$ cat config.mk
export PLATFORM = sky130hd
export DESIGN_NAME = adc_frame_host
export DESIGN_NICKNAME = d
export VERILOG_FILES = /design/src/rtl/adc_host_pkg.sv /design/src/rtl/adc_sclk_tick.sv /design/src/rtl/adc_frame_fsm.sv /design/src/rtl/adc_shift_path.sv /design/src/rtl/adc_frame_host.sv
export SDC_FILE = /design/constraint.sdc
export NUM_CORES = 1
export LEC_CHECK = 0
export BUFFER_PORTS_ARGS = -buffer_cell sky130_fd_sc_hd__buf_4
export CORE_ASPECT_RATIO = 1.25
export CORE_UTILIZATION = 34
export CTS_CLUSTER_DIAMETER = 50
export DETAILED_ROUTE_END_ITERATION = 8
export GPL_TIMING_DRIVEN = 1
export HOLD_SLACK_MARGIN = 0.12
export SYNTH_ARGS = -nofsm -noshare
export SYNTH_HDL_FRONTEND = slang
export SYNTH_SLANG_ARGS = --single-unit
export TNS_END_PERCENT = 5
$ cat constraint.sdc
create_clock -name clk -period 2.7 [get_ports clk]
set_input_delay 0.135 -clock clk [delete_from_list [all_inputs] [get_ports clk]]
set_output_delay 0.135 -clock clk [all_outputs]
set_load 0.005 [all_outputs]
$ cat src/rtl/adc_host_pkg.sv
package adc_host_pkg;

    typedef enum logic [2:0] {
        ST_IDLE,
        ST_LEAD,
        ST_HIGH,
        ST_LOW,
        ST_GAP
    } host_state_t;

    localparam int WORD_W     = 16;
    localparam int FRAME_CLKS = 2 * WORD_W;

    // Channel-select: upper byte 0xC0 + 4*ch, lower byte zero. No-op: all zero.
    function automatic logic [WORD_W-1:0] build_command(input logic sel, input logic [2:0] ch);
        logic [WORD_W-1:0] w;
        w = '0;
        if (sel) begin
            w = {2'b11, 1'b0, ch, 2'b00, 8'h00};
        end
        return w;
    endfunction

endpackage

$ cat src/rtl/adc_sclk_tick.sv
module adc_sclk_tick #(
    parameter int HALF_DIV = 2
) (
    input  logic clk,
    input  logic rst_n,
    input  logic run,
    output logic tick
);

    generate
        if (HALF_DIV <= 1) begin : g_every_cycle
            assign tick = run;
        end else begin : g_counted
            localparam int CW = $clog2(HALF_DIV);
            localparam logic [CW-1:0] LAST = CW'(HALF_DIV - 1);

            logic [CW-1:0] half_cnt;

            always_ff @(posedge clk or negedge rst_n) begin
                if (!rst_n) begin
                    half_cnt <= '0;
                end else if (!run || tick) begin
                    half_cnt <= '0;
                end else begin
                    half_cnt <= half_cnt + 1'b1;
                end
            end

            assign tick = run && (half_cnt == LAST);

            AST_HALF_CNT_BOUND: assert property (@(posedge clk) disable iff (!rst_n)
                half_cnt <= LAST) else $error("half counter out of range");
            AST_IDLE_CNT_CLEAR: assert property (@(posedge clk) disable iff (!rst_n)
                !run |=> half_cnt == '0) else $error("counter not cleared while stopped");
        end
    endgenerate

endmodule

$ cat src/rtl/adc_frame_fsm.sv
module adc_frame_fsm
    import adc_host_pkg::*;
#(
    parameter int GAP_HALVES = 2,
    parameter int NUM_CLKS   = FRAME_CLKS
) (
    input  logic clk,
    input  logic rst_n,
    input  logic req,
    input  logic tick,
    output logic run,
    output logic load,
    output logic shift_en,
    output logic capture,
    output logic finish,
    output logic busy,
    output logic sclk,
    output logic cs_n,
    output logic data_valid
);

    localparam int EW = $clog2(NUM_CLKS + 1);
    localparam int GW = $clog2(GAP_HALVES + 1);
    localparam logic [EW-1:0] LAST_EDGE = EW'(NUM_CLKS);
    localparam logic [EW-1:0] HALF_EDGE = EW'(NUM_CLKS / 2);
    localparam logic [GW-1:0] GAP_LAST  = GW'(GAP_HALVES - 1);

    host_state_t state, state_n;
    logic [EW-1:0] edge_cnt;
    logic [GW-1:0] gap_cnt;

    always_comb begin
        state_n = state;
        unique case (state)
            ST_IDLE: if (req)  state_n = ST_LEAD;
            ST_LEAD: if (tick) state_n = ST_HIGH;
            ST_HIGH: if (tick) state_n = ST_LOW;
            ST_LOW:  if (tick) state_n = (edge_cnt == LAST_EDGE) ? ST_GAP : ST_HIGH;
            ST_GAP:  if (tick && gap_cnt == GAP_LAST) state_n = ST_IDLE;
            default: state_n = ST_IDLE;
        endcase
    end

    always_ff @(posedge clk or negedge rst_n) begin
        if (!rst_n) begin
            state <= ST_IDLE;
        end else begin
            state <= state_n;
        end
    end

    // Strobes to the divider and the shift path
    assign run      = (state != ST_IDLE);
    assign busy     = (state != ST_IDLE);
    assign load     = (state == ST_IDLE) && req;
    assign shift_en = tick && (state == ST_LOW) && (edge_cnt != LAST_EDGE);
    assign capture  = tick && (state == ST_HIGH) && (edge_cnt > HALF_EDGE);
    assign finish   = tick && (state == ST_LOW) && (edge_cnt == LAST_EDGE);

    always_ff @(posedge clk or negedge rst_n) begin
        if (!rst_n) begin
            edge_cnt <= '0;
        end else if (load) begin
            edge_cnt <= '0;
        end else if (tick && (state == ST_LEAD || (state == ST_LOW && edge_cnt != LAST_EDGE))) begin
            edge_cnt <= edge_cnt + 1'b1;
        end
    end

    always_ff @(posedge clk or negedge rst_n) begin
        if (!rst_n) begin
            gap_cnt <= '0;
        end else if (state != ST_GAP) begin
            gap_cnt <= '0;
        end else if (tick) begin
            gap_cnt <= gap_cnt + 1'b1;
        end
    end

    // Registered pin outputs
    always_ff @(posedge clk or negedge rst_n) begin
        if (!rst_n) begin
            sclk       <= 1'b0;
            cs_n       <= 1'b1;
            data_valid <= 1'b0;
        end else begin
            sclk       <= (state_n == ST_HIGH);
            cs_n       <= (state_n == ST_IDLE) || (state_n == ST_GAP);
            data_valid <= finish;
        end
    end

    AST_SCLK_NEEDS_CS: assert property (@(posedge clk) disable iff (!rst_n)
        sclk |-> !cs_n) else $error("clock high outside frame");
    AST_EDGE_LIMIT: assert property (@(posedge clk) disable iff (!rst_n)
        edge_cnt <= LAST_EDGE) else $error("edge count overflow");
    AST_VALID_PULSE: assert property (@(posedge clk) disable iff (!rst_n)
        data_valid |=> !data_valid) else $error("valid longer than one cycle");
    AST_VALID_AT_CS_RISE: assert property (@(posedge clk) disable iff (!rst_n)
        $rose(cs_n) |-> data_valid) else $error("frame closed without result");
    AST_START_FROM_IDLE: assert property (@(posedge clk) disable iff (!rst_n)
        $fell(cs_n) |-> $past(state) == ST_IDLE) else $error("frame started while busy");
    AST_BUSY_AFTER_ACCEPT: assert property (@(posedge clk) disable iff (!rst_n)
        load |=> busy) else $error("busy missing after accept");

endmodule

$ cat src/rtl/adc_shift_path.sv
module adc_shift_path #(
    parameter int W = 16
) (
    input  logic         clk,
    input  logic         rst_n,
    input  logic         load,
    input  logic [W-1:0] cmd_word,
    input  logic         shift_en,
    input  logic         capture,
    input  logic         finish,
    input  logic         miso,
    output logic         mosi,
    output logic [W-1:0] result
);

    logic [W-1:0] tx_sr;
    logic [W-1:0] rx_sr;

    always_ff @(posedge clk or negedge rst_n) begin
        if (!rst_n) begin
            tx_sr <= '0;
        end else if (load) begin
            tx_sr <= cmd_word;
        end else if (shift_en) begin
            tx_sr <= {tx_sr[W-2:0], 1'b0};
        end
    end

    assign mosi = tx_sr[W-1];

    always_ff @(posedge clk or negedge rst_n) begin
        if (!rst_n) begin
            rx_sr <= '0;
        end else if (capture) begin
            rx_sr <= {rx_sr[W-2:0], miso};
        end
    end

    always_ff @(posedge clk or negedge rst_n) begin
        if (!rst_n) begin
            result <= '0;
        end else if (finish) begin
            result <= rx_sr;
        end
    end

    AST_MOSI_HOLD: assert property (@(posedge clk) disable iff (!rst_n)
        (!load && !shift_en) |=> $stable(mosi)) else $error("data line moved off a rising edge");
    AST_RESULT_HOLD: assert property (@(posedge clk) disable iff (!rst_n)
        !finish |=> $stable(result)) else $error("result changed without strobe");
    AST_NO_SHIFT_WITH_CAPTURE: assert property (@(posedge clk) disable iff (!rst_n)
        !(shift_en && capture)) else $error("launch and capture on one edge");

endmodule

$ cat src/rtl/adc_frame_host.sv
module adc_frame_host
    import adc_host_pkg::*;
#(
    parameter int HALF_DIV   = 2,
    parameter int GAP_HALVES = 2
) (
    input  logic              clk,
    input  logic              rst_n,
    input  logic              req,
    input  logic              cmd_is_select,
    input  logic [2:0]        chan,
    output logic              busy,
    output logic              data_valid,
    output logic [WORD_W-1:0] data,
    output logic              spi_sclk,
    output logic              spi_cs_n,
    output logic              spi_mosi,
    input  logic              spi_miso
);

    logic run, tick, load, shift_en, capture, finish;
    logic [WORD_W-1:0] cmd_word;

    assign cmd_word = build_command(cmd_is_select, chan);

    adc_sclk_tick #(
        .HALF_DIV (HALF_DIV)
    ) u_tick (
        .clk   (clk),
        .rst_n (rst_n),
        .run   (run),
        .tick  (tick)
    );

    adc_frame_fsm #(
        .GAP_HALVES (GAP_HALVES),
        .NUM_CLKS   (FRAME_CLKS)
    ) u_fsm (
        .clk        (clk),
        .rst_n      (rst_n),
        .req        (req),
        .tick       (tick),
        .run        (run),
        .load       (load),
        .shift_en   (shift_en),
        .capture    (capture),
        .finish     (finish),
        .busy       (busy),
        .sclk       (spi_sclk),
        .cs_n       (spi_cs_n),
        .data_valid (data_valid)
    );

    adc_shift_path #(
        .W (WORD_W)
    ) u_shift (
        .clk      (clk),
        .rst_n    (rst_n),
        .load     (load),
        .cmd_word (cmd_word),
        .shift_en (shift_en),
        .capture  (capture),
        .finish   (finish),
        .miso     (spi_miso),
        .mosi     (spi_mosi),
        .result   (data)
    );

endmodule

### After elaboration in Yosys (flattened, before gate mapping)

Index checks and enable logic that the tools add are counted.
W data, S select, Z words.

| storage, ports and cells | value |
|---|---|
| register bits after elaboration | 63 |

| cells by class | value |
|---|---|
| equal/unequal tests | 10 |
| $add $sub $neg | 3 |
| reductions and logical operators | 20 |
| mux-type cells | 15 |
| order comparisons | 1 |

Operators with widths:

| kind | number |
|---|---|
| $mux W16 | 3 |
| $mux W3 | 6 |
| $pmux W3 S5 | 1 |
| $mux W6 | 2 |
| $logic_and A1 B1 Y1 | 10 |
| $eq A3 B2 Y1 const B | 3 |
| $add A6 B1 Y6 const B | 1 |
| $eq A3 B3 Y1 const B | 2 |
| $eq A6 B6 Y1 const B | 1 |
| $gt A6 B5 Y1 const B | 1 |
| $logic_not A3 Y1 | 2 |
| $ne A6 B6 Y1 const B | 1 |
| $reduce_bool A2 Y1 | 3 |
| $mux W2 | 2 |
| $eq A3 B1 Y1 const B | 1 |
| $logic_or A1 B1 Y1 | 3 |
| $ne A3 B3 Y1 const B | 1 |
| $reduce_bool A3 Y1 | 1 |
| $add A2 B1 Y2 const B | 1 |
| $eq A2 B1 Y1 const B | 1 |
| $add A1 B1 Y1 const B | 1 |
| $logic_not A1 Y1 | 1 |
| $mux W1 | 1 |

### Depth between registers and ports, before layout

Gate-level depths: netlist of the first run.

| logic depth | value |
|---|---|
| word-level depth | 7 |
| depth in mapped cells | 7 |

### Hierarchy

From an unflattened synthesis of the first run, not the netlist that was laid out.

| second synthesis, totals | value |
|---|---|
| cells, all modules | 221 |
| area, all modules | 2877.8 µm² |

By module, submodules not included:

| module | area each (µm²) | cells an instance | times used |
|---|---|---|---|
| adc_shift_path | 2040.7 | 137 | 1 |
| adc_frame_fsm | 773.2 | 77 | 1 |
| adc_sclk_tick | 41.3 | 3 | 1 |
| adc_frame_host | 22.5 | 4 | 1 |

### Worst setup path before layout of the first run

OpenSTA, ideal clock, no wires.

| timing path | value |
|---|---|
| kind | register to register |
| start | reg u_fsm.edge_cnt[0] |
| end | reg u_shift.rx_sr[10] |
| arrival time | 1.811 ns |
| stages on the path, launching flop included | 8 |
| setup slack | 0.765 ns |
| clock period less this slack | 1.935 ns |
| buffers on the path | 1 |
| setup time | 0.125 ns |
| cells stage by stage | dfrtp_1 > inv_1 > ha_1 > nor3b_4 > nand2b_4 > a211oi_4 > buf_6 > mux2_2 |

| between the ends | value |
|---|---|
| cells in the longest elaborated chain, start to end | 2 |

Ends and longest elaborated chain:

| element | line | RTL |
|---|---|---|
| start, declared | adc_frame_fsm.sv:29 | `logic [EW-1:0] edge_cnt;` |
| start signal, assigned | adc_frame_fsm.sv:66 | `edge_cnt <= edge_cnt + 1'b1;` |
| $gt A6 B5 Y1 | adc_frame_fsm.sv:57 | `assign capture = tick && (state == ST_HIGH) && (edge_cnt > HALF_EDGE);` |
| $logic_and A1 B1 Y1 | adc_frame_fsm.sv:57 |  |
| end signal, assigned | adc_shift_path.sv:35 | `rx_sr <= {rx_sr[W-2:0], miso};` |
| end, declared | adc_shift_path.sv:17 | `logic [W-1:0] rx_sr;` |

Every way passes these cells.
A chain may end at the register's enable or synchronous reset.

### Worst setup path after layout of the first run

| timing path | value |
|---|---|
| start | reg u_fsm.state[1] |
| end | reg u_shift.tx_sr[10] |

| between the ends | value |
|---|---|
| cells in the longest elaborated chain, start to end | 5 |

Ends and longest elaborated chain:

| element | line | RTL |
|---|---|---|
| start, declared | adc_frame_fsm.sv:28 | `host_state_t state, state_n;` |
| start signal, assigned | adc_frame_fsm.sv:48 | `state <= state_n;` |
| $reduce_bool A3 Y1 | adc_frame_fsm.sv:53 | `assign run = (state != ST_IDLE);` |
| $logic_and A1 B1 Y1 | adc_sclk_tick.sv:29 | `assign tick = run && (half_cnt == LAST);` |
| $logic_and A1 B1 Y1 (2 in a row) | adc_frame_fsm.sv:56 | `assign shift_en = tick && (state == ST_LOW) && (edge_cnt != LAST_EDGE);` |
| $reduce_bool A2 Y1 (no line) | - |  |
| end signal, assigned | adc_shift_path.sv:23 | `tx_sr <= cmd_word;` |
| end signal, assigned | adc_shift_path.sv:25 | `tx_sr <= {tx_sr[W-2:0], 1'b0};` |
| end, declared | adc_shift_path.sv:16 | `logic [W-1:0] tx_sr;` |

Several ways; a longest one is shown, not always the timed one.

==> impl_metrics.toml, run 1 <==
[drt]
drc = 0
drtIter0Drc = 45
ant_nets = 0
wirelength_um = 3777
num_vias = 1376
via_per_inst = 4.680
drt_pass1_iterations = 4
wl_per_cell_um = 12.85

[clocking]
clock-root-buffer = "clkbuf_8"
path_clk_slew_ns = 0.09
postCtsHoldBufs = 7
post-cts-setup-buffer-count = 0
cts_max_level = 2
clk_path_buf_depth = 2
numCtsBuffers = 5
post_cts_resized = 0
cts_tree = "built"
cts.sinks = 53
insertion_delay_ns = 0.30

[logic_synthesis]
postSynth.asyncResetShare_pct = 100.0
ys_ff_latch = 53
synth.area.top_cells = "dfrtp_1 (57%), mux2_2 (16%), mux2i_1 (3.1%)"
synth_most_common_cell = "dfrtp_1"
synth_cell_types = 35
synth_seq_area_share_pct = 58.30
synth-edff-count = 0
synth_top_cell_by_area = "dfrtp_1"
synthFlopType = "dfrtp_1"
synth_top_area_share_pct = 57.14
syn-cell-area_um2 = 2277
synth_nets = 181
yosys-top-cells-count = "dfrtp_1 (52), mux2_2 (32), nor2_1 (12)"
yosys_warnings = 0
synthCells = 170
syn_area_per_cell_um2 = 13.40

[floorplanning]
coreArea_um2 = 6524
design.die.area_um2 = 7031
initial_utilization_pct = 34.91
dieWidth_um = 75.20
die_y_um = 93.50
rows = 33
io_pins = 29

[hold_path]
min_to = "u_shift.tx_sr[11]"
min_from = "cmd_is_select"
hold_path.class = "in -> reg"
hold_path_depth = 3

[worst_setup_path]
cp.arrival_ns = 2.51
cp.required_ns = 2.92
cp_slowest_cell = "dlygate4sd3_1"
regToRegStartpoint = "u_fsm.state[1]"
critPathMaxStageDelay_ns = 0.57
startpoint_type = "flip-flop"
worst-setup-path-type = "reg -> reg"
path_max_fanout = 10
ff2ff_path_depth = 5
cp-end-kind = "flip-flop"
r2r_slack_ns = 0.41
cp_cell_sequence = "nor3_1, and2_1, nand3_1, dlygate4sd3_1, o21ai_0"
r2r-end = "u_shift.tx_sr[10]"

[power_and_ir_drop]
powerDensity_nw_per_um2 = 464.7
ir_worst_vdd_uv = 217.4
power_mw = 1.257
leakagePower_nw = 1.336

[timing]
slew_headroom_pct = 56.10
rsz0062_at_grt = "no"
tightest_slew_ns = 0.6585
post-route-period-util_pct = 84.69
post-route-min-period_ns = 2.287
fin_ws_ns = 0.4134
timing.final.hold_violations = 0
max_freq_mhz = 437.3
fin_tns_setup_ns = 0
slew_viol_final = 0
finalSetupViolations = 0
clock_skew_ns = 0.007547

[finish]
drive_above_1_share_pct = 36.23
area_delta_synth_final_pct = 18.79
final_nets = 217
finalInstanceArea_um2 = 2705
antenna_cells = 0
fillers = 643

[place]
dp_hpwl_um = 2543
dp_slack_ns = 0.7311
place_area_um2 = 2551
io_buffer_count = 28
place_congestion = 0.7385

[run_status]
outcome = "completed"

[grt]
overflow = 0
grt_pass1_vias = 1399
antenna_found_initial = 0
grt_max_degree = 54
grt_first_pass_wirelength_um = 6679
grt_usage_pct = 12.60

[flow_run]
drv_cap = 0
## flip-flops by register name (all words and copies together) (netlist names)
| register | flops |
|---|---|
| u_tick.g_counted.half_cnt | 1 |
| u_fsm.data_valid | 1 |
| u_shift.tx_sr | 6 |
| u_fsm.state | 3 |
| u_fsm.gap_cnt | 2 |
| u_shift.result | 16 |
| u_shift.rx_sr | 16 |
| u_fsm.cs_n | 1 |
| u_fsm.edge_cnt | 6 |
| u_fsm.sclk | 1 |
## worst max-delay path, delay by kind of cell, from the launching register on
kind / cells / cell delay [ns]
DFF: 1 / 0.50
AOI/OAI and AO/OA: 1 / 0.07
and+or+nand+nor: 3 / 1.06
buffers and inverters: 1 / 0.57
## worst max-delay path by stage
stage	from	endpoint	slack, ns
after floorplan	u_fsm.edge_cnt[0]	u_shift.rx_sr[10]	0.76
after global placement	u_fsm.edge_cnt[0]	u_shift.rx_sr[8]	0.79
after detailed placement	u_fsm.edge_cnt[0]	u_shift.rx_sr[12]	0.73
after CTS	u_fsm.state[1]	u_shift.tx_sr[12]	0.43
after global routing	u_fsm.state[1]	u_shift.tx_sr[10]	0.20
final	u_fsm.state[1]	u_shift.tx_sr[10]	0.41
## routing by layer
| layer | track usage (%) | wire, um |
|---|---|---|
| met1 | 16.57 | 1805 |
| met5 | 0 | 0 |
| met4 | 4.784 | 38 |
| met3 | 3.879 | 125 |
| met2 | 19.29 | 1808 |
## area by class of cell
class / count / area, um^2 / share of cell area, %
clock buffer: 7 / 76.32 / 2.821
clock inverter: 1 / 7.507 / 0.2775
inverter: 7 / 26.28 / 0.9713
multi-input combinational: 103 / 870.8 / 32.19
sequential: 53 / 1328 / 49.07
tap: 87 / 108.9 / 4.024
timing repair buffer: 36 / 287.8 / 10.64
## placed cells by master (no fill, tap or decap), types with 3 or more instances in the layout
cell / synthesis / layout
inv_1: 7 / 7
buf_4: 2 / 29
o21ai_0: 3 / 3
clkbuf_8: 0 / 5
nor3_1: 3 / 3
dfrtp_1: 52 / 52
nand3_1: 5 / 5
dlygate4sd3_1: 0 / 7
ha_1: 3 / 3
a21oi_1: 3 / 3
mux2i_1: 7 / 7
nand2_1: 8 / 8
xnor2_1: 3 / 3
mux2_2: 32 / 32
nor2_1: 12 / 12
## where the power goes
| group | leakage, nW | internal (mW) | switching, mW |
|---|---|---|---|
| registers | 0.711 | 0.794 | 0.000526 |
| clock network | 0.0385 | 0.184 | 0.249 |
| logic | 0.587 | 0.0118 | 0.0181 |
## stage by stage
stage	instances	util, %	hold WS [ns]
2_1_floorplan	170	-	-0.1606
3_3_place_gp	279	39.11	0.2177
3_5_place_dp	279	39.11	0.2208
4_1_cts	294	41.47	0.1239
5_1_grt	294	41.47	0.1386
6_report	294	41.47	0.1287
## cells by family (layout without fill, tap and decap cells)
logic type	after synthesis	after routing	synth area share (%)
AO/OA/AOI/OAI	16	16	5.659
XOR/XNOR	4	4	1.539
buffers and inverters	14	51	3.461
AND/OR/NAND/NOR	41	41	10.49
adder cells (fa/ha/maj)	3	3	1.649
flip-flops	53	53	58.30
multiplexers	39	39	18.90
(Power assumes the default switching activity.)
==> run 2, diff against run 1 <==
==> constraint.sdc (replaced) <==
create_clock -name clk -period 2.23 [get_ports clk]
set_input_delay 0.1115 -clock clk [delete_from_list [all_inputs] [get_ports clk]]
set_output_delay 0.1115 -clock clk [all_outputs]
set_load 0.005 [all_outputs]
==> impl_metrics.toml, run 2 (synthesized netlist as in run 1, its figures left out) <==
[worst_setup_path]
worst-setup-path-type = "reg -> reg"
r2r-end = "u_shift.tx_sr[12]"
startpoint_type = "flip-flop"
path_max_fanout = 10
cp_num_buf_inv = 2
ff2ff_path_depth = 6
regToRegStartpoint = "u_fsm.state[2]"
cp-end-kind = "flip-flop"
r2r_slack_ns = 0.23
cp_top_family = "buffers and inverters"
cp_cell_sequence = "buf_4, nor3_1, and2_1, nand3_1, dlygate4sd3_1, o21ai_1"
cp.arrival_ns = 2.22
cp.required_ns = 2.45
cp_slowest_cell = "dlygate4sd3_1"
critPathMaxStageDelay_ns = 0.57

[grt]
overflow = 0
grt_usage_pct = 11.92
grt_pass1_vias = 1358
grt_max_degree = 54
antenna_found_initial = 0
grt_first_pass_wirelength_um = 6341

[timing]
slew_viol_final = 0
slew_headroom_pct = 56.72
finalHoldWorstSlack_ns = 0.1266
max_freq_mhz = 500.7
fin_ws_ns = 0.2326
finalSetupViolations = 0
tightest_slew_ns = 0.6492
post-route-min-period_ns = 1.997
fin_tns_setup_ns = 0
rsz0062_at_grt = "no"
clock_skew_ns = 0.007161
post-route-period-util_pct = 89.57
timing.final.hold_violations = 0

[drt]
ant_nets = 0
drt_pass1_iterations = 4
dr.max_layer_used = "met4"
via_per_inst = 4.564
route.met3.wl_um = 135
drtIter0Drc = 70
wl_per_cell_um = 12.35
drc = 0
m1WireLength_um = 1681
met2_length_um = 1824
num_vias = 1360
wirelength_um = 3680

[floorplanning]
coreArea_um2 = 6524
io_pins = 29
dieWidth_um = 75.20
rows = 33
initial_utilization_pct = 34.91
design.die.area_um2 = 7031
die_y_um = 93.50

[finish]
reg_top3 = "u_shift.result x16, u_shift.rx_sr x16"
post-route-util_pct = 42.06
final_nets = 221
final_common_cell = "dfrtp_1"
finalInstanceArea_um2 = 2744
fillers = 648
final_cell_mix = "dfrtp_1 (52), mux2_2 (32), buf_4 (31)"
instances_no_fill = 298
antenna_cells = 0
area_delta_synth_final_pct = 20.49
drive_above_1_share_pct = 36.97

[clocking]
clock-root-buffer = "clkbuf_8"
post-cts-setup-buffer-count = 0
cts_tree = "built"
clk_path_buf_depth = 2
path_clk_slew_ns = 0.09
cts_max_level = 2
insertion_delay_ns = 0.30
numCtsBuffers = 5
post_cts_resized = 0
cts.sinks = 53

[place]
place_area_um2 = 2566
dp_cells = 281
io_buffer_count = 28
place_congestion = 0.7898
dp_hpwl_um = 2437
dp_slack_ns = 0.2713

[hold_path]
min_from = "req"
hold_path_depth = 3
min_to = "u_fsm.state[0]"
hold_path.class = "in -> reg"

[power_and_ir_drop]
leakagePower_nw = 1.352
power_mw = 1.521
powerDensity_nw_per_um2 = 554.3
ir_worst_vdd_uv = 334.5

[flow_run]
drv_cap = 0

[run_status]
outcome = "completed"
-- run 2: cell types whose count changed in the layout (fill, tap and decap cells not counted) --
cell and change:
clkinvlp_4 +1, dlygate4sd3_1 +2, buf_4 +2, clkbuf_1 -1
-- run 2: timing repair --
item / 4_1_cts / 5_1_grt
endpoints found under the hold margin: 58 / 0
hold buffers: 9 / 0
setup endpoints to repair: 0 / 0
-- run 2: metal layers --
layer | global-route usage [%] | vias up
met4 | 4.938 | 0
met3 | 2.586 | 4
met5 | 0 | -
met2 | 19.22 | 29
li1 | - | 665
met1 | 15.29 | 662
-- run 2: area by class of cell --
type	instances	area, um^2	share of cell area [%]
Clock buffer	6	72.57	2.645
Clock inverter	2	15.01	0.5472
Inverter	7	26.28	0.9576
Multi-Input combinational cell	103	870.8	31.74
Sequential cell	53	1328	48.38
Tap cell	87	108.9	3.967
Timing Repair Buffer	40	322.8	11.76
-- run 2: worst min-delay path, cell delays in order --
cell and delay [ns]:
buf_4 0.12, nand2b_1 0.06, a221oi_1 0.09
-- run 2: worst max path at each step --
stage               slack, ns         startpoint                end  cells past startpoint
floorplan                0.29  u_fsm.edge_cnt[0]  u_shift.rx_sr[10]                      7
detailed placement       0.27  u_fsm.edge_cnt[0]   u_shift.rx_sr[9]                      7
finish                   0.23     u_fsm.state[2]  u_shift.tx_sr[12]                      6
CTS                      0.23     u_fsm.state[2]  u_shift.tx_sr[10]                      6
global route             0.10     u_fsm.state[2]  u_shift.tx_sr[11]                      6
global placement         0.30  u_fsm.edge_cnt[0]  u_shift.rx_sr[10]                      7
-- run 2: power breakdown --
| group | total (mW) | switching, mW | internal [mW] | leakage, nW |
|---|---|---|---|---|
| registers | 0.962 | 0.000580 | 0.961 | 0.711 |
| clock network | 0.522 | 0.300 | 0.222 | 0.0374 |
| logic | 0.0375 | 0.0221 | 0.0154 | 0.603 |
==> run 3, diff against run 2 <==
--- a/config.mk
+++ b/config.mk
@@ -12,6 +12,7 @@
 export DETAILED_ROUTE_END_ITERATION = 8
 export GPL_TIMING_DRIVEN = 1
 export HOLD_SLACK_MARGIN = 0.12
+export REMOVE_ABC_BUFFERS = 1
 export SYNTH_ARGS = -nofsm -noshare
 export SYNTH_HDL_FRONTEND = slang
 export SYNTH_SLANG_ARGS = --single-unit
==> impl_metrics.toml, run 3 (synthesized netlist as in run 1, its figures left out) <==
[finish]
seqCellArea_um2 = 1328
finalInstanceArea_um2 = 2754
final_nets = 222
reg_top3 = "u_shift.result x16, u_shift.rx_sr x16"
final_cell_mix = "dfrtp_1 (52), mux2_2 (32), buf_4 (31)"
multi_input_area_um2 = 870.8
antenna_cells = 0
post-route-util_pct = 42.21
final_common_cell = "dfrtp_1"
fillers = 643
area_delta_synth_final_pct = 20.93
drive_above_1_share_pct = 36.79

[clocking]
cts_max_level = 2
clock-root-buffer = "clkbuf_8"
post_cts_resized = 0
insertion_delay_ns = 0.30
numCtsBuffers = 5
cts_tree = "built"
path_clk_slew_ns = 0.10
clk_path_buf_depth = 2
cts.sinks = 53

[place]
place_congestion = 0.7611
dp_hpwl_um = 2472
io_buffer_count = 28
place_area_um2 = 2566

[floorplanning]
dieWidth_um = 75.20
rows = 33
coreArea_um2 = 6524
io_pins = 29
design.die.area_um2 = 7031
die_y_um = 93.50
initial_utilization_pct = 34.91

[worst_setup_path]
worst-setup-path-type = "reg -> reg"
startpoint_type = "flip-flop"
path_max_fanout = 10
cp.arrival_ns = 2.24
cp.required_ns = 2.45
cp-end-kind = "flip-flop"

[timing]
rsz0062_at_grt = "no"
timing.final.hold_violations = 0
finalSetupViolations = 0
slew_viol_final = 0
fin_tns_setup_ns = 0
slew_headroom_pct = 57.65
clock_skew_ns = 0.007675
post-route-period-util_pct = 90.43
max_freq_mhz = 495.9
tightest_slew_ns = 0.6353
post-route-min-period_ns = 2.017

[hold_path]
hold_path.class = "in -> async"

[grt]
grt_usage_pct = 11.81
grt_pass1_vias = 1442
overflow = 0
antenna_found_initial = 0
grt_first_pass_wirelength_um = 6410
grt_max_degree = 54

[flow_run]
drv_cap = 0

[drt]
ant_nets = 0
num_vias = 1374
drtIter0Drc = 83
via_per_inst = 4.595
wl_per_cell_um = 12.34
drt_pass1_iterations = 4
wirelength_um = 3691
drc = 0

[power_and_ir_drop]
powerDensity_nw_per_um2 = 552.3
leakagePower_nw = 1.356
ir_worst_vdd_uv = 387.9

[run_status]
outcome = "completed"
[run 3: worst paths after layout]
| check | cells past startpoint | to | from | slack [ns] |
|---|---|---|---|---|
| min reg2reg | 1 | u_shift.result[15] | u_shift.result[15] | 0.52 |
| max in group asynchronous | 2 | u_tick.g_counted.half_cnt | rst_n | 1.43 |
| max | 6 | u_shift.tx_sr[11] | u_fsm.state[2] | 0.21 |
| min in group clk | 1 | u_shift.result[15] | u_shift.result[15] | 0.52 |
| min | 2 | u_shift.result[13] | rst_n | 0.37 |
| max reg2reg | 6 | u_shift.tx_sr[11] | u_fsm.state[2] | 0.21 |
[run 3: final cells by class]
type                       count  area share [%]
clock buffer                   6           2.635
clock inverter                 2          0.5452
inverter                       7          0.9541
multi-input combinational    103           31.62
sequential                    53           48.21
tap                           87           3.953
timing repair buffer          41           12.09
[run 3: power breakdown]
| group | switching [mW] | internal (mW) |
|---|---|---|
| sequential | 0.000633 | 0.961 |
| clock | 0.299 | 0.222 |
| combinational | 0.0220 | 0.0165 |
| total | 0.322 | 1.20 |
[run 3: layer usage]
layer  GRT usage (%)  vias to the layer above  share of wire [%]
met5               0                        -                  0
met4           2.778                        0                1.0
met3           3.233                        4                3.7
met2           19.74                       28                 47
met1           15.08                      676                 48
li1                -                      666                  -
[run 3: timing repair]
item / in CTS / in global routing
hold buffers: 10 / 0
buffers inserted: 0 / 0
endpoints found under the hold margin: 59 / 0
[run 3: worst max-delay path, cell delays in order (launching register included)]
cell           delay [ns]
dfrtp_1              0.39
buf_4                0.16
nor3_1               0.23
and2_1               0.38
nand3_1              0.12
dlygate4sd3_1        0.58
o21ai_1              0.08
[run 3: through the flow]
step / hold slack (ns) / worst slack [ns] / cells / power, mW
after floorplan: -0.1841 / 0.2148 / 163 / 0.9819
after global placement: 0.1902 / 0.3182 / 281 / 1.012
after detailed placement: 0.1887 / 0.2659 / 281 / 1.012
after CTS: 0.3930 / 0.2116 / 299 / 1.552
after global routing: 0.4328 / 0.003901 / 299 / 1.591
final: 0.3670 / 0.2134 / 299 / 1.521
